<file path="config.mk">
export PLATFORM = sky130hd
export DESIGN_NAME = acc_alu
export DESIGN_NICKNAME = d
export VERILOG_FILES = /design/src/rtl/acc_alu_pkg.sv /design/src/rtl/acc_alu_addsub.sv /design/src/rtl/acc_alu_decadj.sv /design/src/rtl/acc_alu.sv
export SDC_FILE = /design/constraint.sdc
export NUM_CORES = 1
export LEC_CHECK = 0
export ABC_AREA = 1
export CAP_MARGIN = 20
export CORE_MARGIN = 4
export CORE_UTILIZATION = 25
export CTS_BUF_LIST = sky130_fd_sc_hd__clkbuf_8
export DETAILED_ROUTE_END_ITERATION = 8
export PLACE_DENSITY_LB_ADDON = 0.25
export SYNTH_ARGS = -nofsm -noshare
export SYNTH_HDL_FRONTEND = slang
export SYNTH_SLANG_ARGS = --single-unit
</file>
<file path="constraint.sdc">
create_clock -name clk -period 5.7 [get_ports clk]
set_input_delay 1.14 -clock clk [delete_from_list [all_inputs] [get_ports clk]]
set_output_delay 1.14 -clock clk [all_outputs]
set_load 0.02 [all_outputs]
</file>
<file path="src/rtl/acc_alu_pkg.sv">
package acc_alu_pkg;

    localparam int DATA_W = 8;
    localparam int NIB_W  = DATA_W / 2;
    localparam int OP_W   = 5;

    typedef enum logic [OP_W-1:0] {
        OP_ADD = 5'd0,
        OP_ADC = 5'd1,
        OP_SUB = 5'd2,
        OP_SBB = 5'd3,
        OP_AND = 5'd4,
        OP_XOR = 5'd5,
        OP_OR  = 5'd6,
        OP_CMP = 5'd7,
        OP_INC = 5'd8,
        OP_DEC = 5'd9,
        OP_RLC = 5'd10,
        OP_RRC = 5'd11,
        OP_RAL = 5'd12,
        OP_RAR = 5'd13,
        OP_CMA = 5'd14,
        OP_CMC = 5'd15,
        OP_DAA = 5'd16
    } alu_op_e;

    // Bit order matters: the packed struct is the stacked byte.
    typedef struct packed {
        logic s;
        logic z;
        logic k5;
        logic ac;
        logic k3;
        logic p;
        logic k1;
        logic cy;
    } flags_t;

    typedef struct packed {
        flags_t flags;
    } state_t;

    localparam flags_t FLAGS_RESET = 8'h02;

    function automatic flags_t fix_const(input flags_t f);
        flags_t r;
        r    = f;
        r.k5 = 1'b0;
        r.k3 = 1'b0;
        r.k1 = 1'b1;
        return r;
    endfunction

    function automatic flags_t set_szp(input flags_t f, input logic [DATA_W-1:0] v);
        flags_t r;
        r   = f;
        r.s = v[DATA_W-1];
        r.z = (v == '0);
        r.p = ~^v;
        return r;
    endfunction

endpackage

</file>
<file path="src/rtl/acc_alu_addsub.sv">
module acc_alu_addsub #(
    parameter int W  = 8,
    parameter int NW = 4
) (
    input  logic [W-1:0] a_i,
    input  logic [W-1:0] b_i,
    input  logic         cin_i,
    input  logic         sub_i,
    output logic [W-1:0] sum_o,
    output logic         cout_o,
    output logic         hc_o
);
    logic [W-1:0] b_eff;
    logic         c_eff;
    logic [W:0]   full;
    logic [NW:0]  low;

    always_comb begin
        b_eff  = sub_i ? ~b_i : b_i;
        c_eff  = cin_i ^ sub_i;
        full   = {1'b0, a_i} + {1'b0, b_eff} + {{W{1'b0}}, c_eff};
        low    = {1'b0, a_i[NW-1:0]} + {1'b0, b_eff[NW-1:0]} + {{NW{1'b0}}, c_eff};
        sum_o  = full[W-1:0];
        cout_o = full[W] ^ sub_i;
        hc_o   = low[NW] ^ sub_i;
    end
endmodule

</file>
<file path="src/rtl/acc_alu_decadj.sv">
module acc_alu_decadj #(
    parameter int W  = 8,
    parameter int NW = 4
) (
    input  logic [W-1:0] a_i,
    input  logic         ac_i,
    input  logic         cy_i,
    output logic [W-1:0] res_o,
    output logic         ac_o,
    output logic         cy_o
);
    localparam logic [NW-1:0] NIB_MAX = NW'(9);
    localparam logic [W-1:0]  LO_FIX  = W'(6);
    localparam logic [W-1:0]  HI_FIX  = LO_FIX << NW;

    logic          lo_fix;
    logic          hi_fix;
    logic [NW:0]   lo_sum;
    logic [W-1:0]  mid;

    always_comb begin
        lo_fix = (a_i[NW-1:0] > NIB_MAX) | ac_i;
        lo_sum = {1'b0, a_i[NW-1:0]} + (lo_fix ? {1'b0, LO_FIX[NW-1:0]} : '0);
        mid    = a_i + (lo_fix ? LO_FIX : '0);
        ac_o   = lo_fix & lo_sum[NW];
        hi_fix = (mid[W-1:NW] > NIB_MAX) | cy_i;
        res_o  = mid + (hi_fix ? HI_FIX : '0);
        cy_o   = hi_fix;
    end
endmodule

</file>
<file path="src/rtl/acc_alu.sv">
module acc_alu
    import acc_alu_pkg::*;
#(
    parameter int W  = acc_alu_pkg::DATA_W,
    parameter int NW = acc_alu_pkg::NIB_W
) (
    input  logic            clk,
    input  logic            rst_n,
    input  logic [OP_W-1:0] op_i,
    input  logic [W-1:0]    acc_i,
    input  logic [W-1:0]    opnd_i,
    input  logic            exec_i,
    input  logic            flag_load_i,
    input  logic [W-1:0]    flag_data_i,
    output logic [W-1:0]    result_o,
    output logic            result_we_o,
    output logic [W-1:0]    flags_o
);
    state_t  st_q, st_d;
    alu_op_e op;
    flags_t  cur;
    flags_t  nf;
    logic [W-1:0] res;
    logic         we;

    logic         as_sub, as_cin;
    logic [W-1:0] as_sum;
    logic         as_cout, as_hc;
    logic [W-1:0] id_sum;
    logic         id_cout, id_hc;
    logic [W-1:0] da_res;
    logic         da_ac, da_cy;

    assign op  = alu_op_e'(op_i);
    assign cur = st_q.flags;

    assign as_sub = (op == OP_SUB) || (op == OP_SBB) || (op == OP_CMP);
    assign as_cin = ((op == OP_ADC) || (op == OP_SBB)) & cur.cy;

    acc_alu_addsub #(.W(W), .NW(NW)) u_arith (
        .a_i    (acc_i),
        .b_i    (opnd_i),
        .cin_i  (as_cin),
        .sub_i  (as_sub),
        .sum_o  (as_sum),
        .cout_o (as_cout),
        .hc_o   (as_hc)
    );

    acc_alu_addsub #(.W(W), .NW(NW)) u_step (
        .a_i    (opnd_i),
        .b_i    (W'(1)),
        .cin_i  (1'b0),
        .sub_i  (op == OP_DEC),
        .sum_o  (id_sum),
        .cout_o (id_cout),
        .hc_o   (id_hc)
    );

    acc_alu_decadj #(.W(W), .NW(NW)) u_bcd (
        .a_i   (acc_i),
        .ac_i  (cur.ac),
        .cy_i  (cur.cy),
        .res_o (da_res),
        .ac_o  (da_ac),
        .cy_o  (da_cy)
    );

    always_comb begin
        st_d = st_q;
        nf   = cur;
        res  = acc_i;
        we   = 1'b0;
        unique case (op)
            OP_ADD, OP_ADC, OP_SUB, OP_SBB: begin
                res   = as_sum;
                we    = 1'b1;
                nf.cy = as_cout;
                nf.ac = as_hc;
                nf    = set_szp(nf, as_sum);
            end
            OP_CMP: begin
                nf.cy = as_cout;
                nf.ac = as_hc;
                nf    = set_szp(nf, as_sum);
            end
            OP_AND, OP_XOR, OP_OR: begin
                if (op == OP_AND)      res = acc_i & opnd_i;
                else if (op == OP_XOR) res = acc_i ^ opnd_i;
                else                   res = acc_i | opnd_i;
                we    = 1'b1;
                nf.cy = 1'b0;
                nf.ac = 1'b0;
                nf    = set_szp(nf, res);
            end
            OP_INC, OP_DEC: begin
                res   = id_sum;
                we    = 1'b1;
                nf.ac = id_hc;
                nf    = set_szp(nf, id_sum);
            end
            OP_RLC: begin
                res   = {acc_i[W-2:0], acc_i[W-1]};
                we    = 1'b1;
                nf.cy = acc_i[W-1];
            end
            OP_RRC: begin
                res   = {acc_i[0], acc_i[W-1:1]};
                we    = 1'b1;
                nf.cy = acc_i[0];
            end
            OP_RAL: begin
                res   = {acc_i[W-2:0], cur.cy};
                we    = 1'b1;
                nf.cy = acc_i[W-1];
            end
            OP_RAR: begin
                res   = {cur.cy, acc_i[W-1:1]};
                we    = 1'b1;
                nf.cy = acc_i[0];
            end
            OP_CMA: begin
                res = ~acc_i;
                we  = 1'b1;
            end
            OP_CMC: begin
                nf.cy = ~cur.cy;
            end
            OP_DAA: begin
                res   = da_res;
                we    = 1'b1;
                nf.cy = da_cy;
                nf.ac = da_ac;
                nf    = set_szp(nf, da_res);
            end
            default: begin
                res = acc_i;
                we  = 1'b0;
            end
        endcase

        if (flag_load_i) begin
            st_d.flags = fix_const(flags_t'(flag_data_i));
        end else if (exec_i) begin
            st_d.flags = fix_const(nf);
        end
    end

    always_ff @(posedge clk or negedge rst_n) begin
        if (!rst_n) begin
            st_q.flags <= FLAGS_RESET;
        end else begin
            st_q <= st_d;
        end
    end

    assign result_o    = res;
    assign result_we_o = we;
    assign flags_o     = st_q.flags;

endmodule

</file>
After elaboration in Yosys (flattened, before gate mapping) --
Cells that the tools add are included.
Word-level totals: output and inout port bits 17, flip-flop bits (word level) 8, word-level logic and storage cells 89
Operators by class: add/sub/neg operators 11, multiplexer cells 14, bitwise gates (word level) 14, eq/ne operators 16, reductions and logical operators 24, order comparisons 2
Operators with widths (count):
- case mux 8 bit (9 select lines) | 1
- two-way mux 8 bit | 7
- equality test 5 x 4 -> 1 bit, second input constant | 8
- logical NOT 8 bit | 4
- XNOR reduction 8 bit | 4
- case mux 7 bit (4 select lines) | 1
- adder 8 bit | 3
- equality test 5 x 3 -> 1 bit, second input constant | 4
- NOT 8 bit | 2
- OR reduction 15 bit | 1
- adder 4 x 4 -> 5 bit | 2
- adder 5 x 1 -> 5 bit | 2
- equality test 5 x 2 -> 1 bit, second input constant | 2
- adder 8 x 8 -> 9 bit | 1
- adder 9 x 1 -> 9 bit | 1
- adder 8 x 1 -> 8 bit | 1
- bitwise AND 8 bit | 1
- greater-than comparator 4 bit, second input constant | 2
- bitwise OR 8 bit | 1
- bitwise XOR 8 bit | 1
- two-way mux 7 bit | 1
- nonzero test 7 bit | 1
- two-way mux 3 bit | 2
- case mux 1 bit (6 select lines) | 1
- 17 further kinds | 27

Depth between registers and ports, before layout --
depth in word-level cells 12, gate-level depth with buffers 29, mapped depth without buffers 28

Cells and area by module --
From an unflattened synthesis, not the netlist that was laid out.
Unflattened totals: cells, all modules 619, area total of the unflattened synthesis 3495.9 µm²
Modules (own cells, without submodules):
- acc_alu | area each 2214.6 µm², sequential area each 125.1 µm², times used 1, cells an instance 410
- acc_alu_addsub | area each 496.7 µm², sequential area each 0.0 µm², times used 2, cells an instance 81
- acc_alu_decadj | area each 287.8 µm², sequential area each 0.0 µm², times used 1, cells an instance 47

Worst setup path after synthesis --
OpenSTA, ideal clock, no wires.
kind input port to output port, start input acc_i[3], end output result_o[6], setup slack 686 ps, path buffers 1, stages on the path 21, data arrival time 3874 ps, cell sequence buf_2 > inv_1 > a21oi_1 > nor2_1 > inv_1 > ha_1 > inv_1 > fa_1 > o21ai_0 > nand2_1 > nand3_1 > nand2_1 > nand2_1 > ha_1 > inv_1 > fa_1 > o22ai_1 > inv_1 > o221ai_1 > nor2_1 > nand3_1
On the way: word-level cells in the longest chain between the ends 9, elaborated cells on any way between the ends 11, classes of those cells 4 x add/sub; 2 x order compare; 3 x mux; 2 x bitwise
Ends and longest elaborated chain:
- from (decl) | RTL line acc_alu.sv:10 | input logic [W-1:0] acc_i,
- greater-than comparator 4 bit | RTL line acc_alu_decadj.sv:22 | lo_fix = (a_i[NW-1:0] > NIB_MAX) | ac_i;
- bitwise OR 1 bit | RTL line acc_alu_decadj.sv:22
- two-way mux 3 bit | RTL line acc_alu_decadj.sv:24 | mid = a_i + (lo_fix ? LO_FIX : '0);
- adder 8 bit | RTL line acc_alu_decadj.sv:24
- greater-than comparator 4 bit | RTL line acc_alu_decadj.sv:26 | hi_fix = (mid[W-1:NW] > NIB_MAX) | cy_i;
- bitwise OR 1 bit | RTL line acc_alu_decadj.sv:26
- two-way mux 7 bit | RTL line acc_alu_decadj.sv:27 | res_o = mid + (hi_fix ? HI_FIX : '0);
- adder 8 bit | RTL line acc_alu_decadj.sv:27
- case mux 8 bit (9 select lines) (*) | RTL line acc_alu.sv:74 | unique case (op)
- to (decl) | RTL line acc_alu.sv:15 | output logic [W-1:0] result_o,
Every way passes the cells marked *; elsewhere a longest branch is shown, timed or not.

Worst setup path after layout --
start input op_i[2], end output result_o[2]
On the way: word-level cells in the longest chain between the ends 7, elaborated cells on any way between the ends 34, classes of those cells 4 x add/sub; 15 x eq/ne; 6 x mux; 2 x bitwise; 7 x reduce/logical
Ends and longest elaborated chain:
- from (decl) | RTL line acc_alu.sv:9 | input logic [OP_W-1:0] op_i,
- equality test 5 x 2 -> 1 bit, on equally long branches | RTL line acc_alu.sv:37, acc_alu.sv:74, acc_alu.sv:38
- logical OR 1 bit (2 in a row) | RTL line acc_alu.sv:37 | assign as_sub = (op == OP_SUB) || (op == OP_SBB) || (op == OP_CMP);
- two-way mux 8 bit | RTL line acc_alu_addsub.sv:19 | b_eff = sub_i ? ~b_i : b_i;
- adder 8 x 8 -> 9 bit | RTL line acc_alu_addsub.sv:21 | full = {1'b0, a_i} + {1'b0, b_eff} + {{W{1'b0}}, c_eff};
- adder 9 x 1 -> 9 bit | RTL line acc_alu_addsub.sv:21
- case mux 8 bit (9 select lines) (*) | RTL line acc_alu.sv:74
Every way passes the cells marked *; elsewhere a longest branch is shown, timed or not. The select of a mux whose other input is x is not followed.

==> results.txt <==
Post-synthesis compound-gate area fraction -> 10.6%
First-pass GRT wire length -> 17500 um
Vias in the first global route -> 3513
Routed Antenna Nets -> 0
CTS root buffer -> clkbuf_8
Cts hold-fix bufs -> 0
Yosys top cell by area -> ha_1
Most common cell in the synthesized netlist -> nand2_1
Post-synthesis cell area -> 3050 sq um
Crit path kind -> in2out
CP required -> 4.56 ns
Vias/cell -> 4.81
Wire length per cell -> 14.6 um
Max reg flops -> 5
Clk slew on worst S/H paths -> 0.04 ns
Top cells by area, synth -> ha_1 (21%), nand2_1 (17%), inv_1 (9.4%), nand3_1 (6.9%), nor2_1 (6.8%)
Min cycle time layout -> 5.43 ns
Worst-path maximum fanout -> 4
Detailed placer's ending HPWL -> 9560 um
Final Max Tran Viols -> 0
IO buf count -> 43
Ant. Diodes -> 0
XOR/XNOR share of the synthesized area -> 7.76%
Die span in x -> 118 um
Grt ovf -> 0
Status -> complete, no violations
Achievable frequency -> 184 MHz
Die area -> 14000 sq um
Pwr Density -> 146 nW/um^2
Synthesis warning total -> 0
Cells after Synth -> 513
H-tree depth -> 1
Area after DPL -> 3940 sq um
R2R Setup Slk -> 1.67 ns
RSZ-0062 raised after global routing -> false
Height of the die -> 118 um
Final Hold Viols -> 0
Area grow syn2layout -> 34.3%
CP arrival -> 4.29 ns
CORE AREA -> 12000 sq um
Clk sinks -> 5
Pre-antenna DRT Iters -> 5
Largest net degree at the start of global routing -> 12
DRC -> 0
DR vias -> 3604
I/O pin count -> 50
Starting DRC count in detailed routing -> 243
Pleak -> 2.25 nW
Layout cells sized above 1 -> 16.1%
CP Launch Type -> primary input
Final wirelength -> 11000 um
VDD IR max -> 0.0580 mV
Cell count after placement -> 740
Post-synth top cells -> nand2_1 (134), inv_1 (76), nor2_1 (55), ha_1 (50), nand3_1 (42)
Crit end category -> output port
Max Cap Viol -> 0
Mux share of post-synthesis cell area -> 0%
Register area share after synthesis -> 4.11%
Post-Syn Area per Cell -> 5.94 sq um
Asr flop ratio synth -> 100%
Post-synth cell types -> 39
FP Rows -> 40
Synth Register Bits -> 5
CTS tree -> yes
Top FF cell, synth -> dfrtp_1
Adder-Cell Fraction of Synth Area -> 23.8%
Cts bufs inserted -> 3
Post-layout util -> 34.2%
Tot Pwr -> 598 uW
Count of final setup violators -> 0
Initial Utilization -> 25.5%
Main combinational cell family by area after synthesis -> simple AND/OR/NAND/NOR gates
Clock Latency Late Sink -> 0.22 ns
Layout Cells excl Fill -> 749
Design area -> 4090 sq um
Clk buf depth -> 2
Final GP Congestion -> 0.949
Initial antenna violation count -> 0
Simple logic cell fraction of the synthesized area -> 41.5%
Total GRT Usage -> 15.3%
Tcrit/Tclk final -> 95.3%
EDFF count, synth -> 0
Yosys top cell area share -> 20.5%
Worst Hold Class -> reg2reg
Nets@finish -> 691
Final setup skew -> 0.00155 ns
## worst max-delay path: stages
cell             delay [ns]
clkdlybuf4s50_1        0.55
nor2_4                 0.08
nand2_4                0.06
nor2_1                 0.04
nor2_2                 0.24
xor2_1                 0.13
fa_1                   0.46
fa_1                   0.41
or2_2                  0.30
nand2_1                0.14
o22ai_1                0.10
nor3_1                 0.19
nand3_1                0.11
dlygate4sd2_1          0.33
## where the power goes
part,leakage [nW],switching [mW],internal (mW)
Sequential,0.0608,0.00772,0.0445
Clock,0.0269,0.0174,0.0462
Combinational,2.16,0.265,0.218
Total,2.25,0.290,0.309
## placed cells by master (no fill, tap or decap), drive strengths merged, types with 2 or more instances in the layout
cell type and n:
dlymetal6s2s 7, nand4 17, nor3 5, o211ai 7, ha 50, nand2 139, o21ai 9, or2 9
xor2 16, clkbuf 4, nand3b 4, nand3 45, a21o 2, dfrtp 5, a21oi 14, o22ai 16
fa 5, conb 3, clkdlybuf4s50 32, inv 83, nor2 60, buf 51, xnor2 11
## kinds of logic (layout without fill, tap and decap cells)
logic type                 count (synthesis)  after routing
buffers and inverters                     90            178
other                                      2              3
DFF                                        5              5
xor gates and xnor gates                  27             27
and+or+nand+nor                          281            281
AOI/OAI and AO/OA                         53             53
adders and majority gates                 55             55
## per-stage QoR
| stage | TNS [ns] | setup WS [ns] | hold slack [ns] |
|---|---|---|---|
| detailed placement | -0.869 | -0.492 | 0.468 |
| CTS | 0 | 0.0132 | 0.479 |
| global route | 0 | 0.0437 | 0.496 |
| finish | 0 | 0.270 | 0.475 |
| floorplan | 0 | 0.686 | 0.472 |
| global placement | -0.790 | -0.456 | 0.470 |
## path summary, 6_finish.rpt
kind / start / to / cells past startpoint
hold reg to reg: flags_o[7] / flags_o[7] / 2
setup reg to reg: flags_o[4] / flags_o[2] / 24
setup / recovery: op_i[2] / result_o[2] / 14
hold / removal: flags_o[7] / flags_o[7] / 2
min in group asynchronous: rst_n / flags_o[2] / 1
max in group asynchronous: rst_n / flags_o[6] / 1
## metal layers
metal | up-vias | global-route usage [%] | wire length, um
li1 | 1846 | - | -
met1 | 1640 | 19.3 | 4780
met2 | 88 | 26.8 | 5250
met3 | 30 | 1.96 | 528
met4 | 0 | 4.92 | 402
met5 | - | 0 | 0
## cell type report
class | instances | area (sq um)
clock buffer | 3 | 41.3
clock inverter | 1 | 3.75
fill | 1319 | 7870
inverter | 82 | 308
multi-input combinational | 419 | 2620
sequential | 5 | 125
tap | 147 | 184
timing repair buffer | 92 | 812
## timing repair
item	CTS	global route
pin swaps	2	10
buffers inserted	1	4
gates resized for setup	12	30
endpoints found under the hold margin	0	0
setup endpoints to repair	4	7
Power figures use the tool's default switching activity.
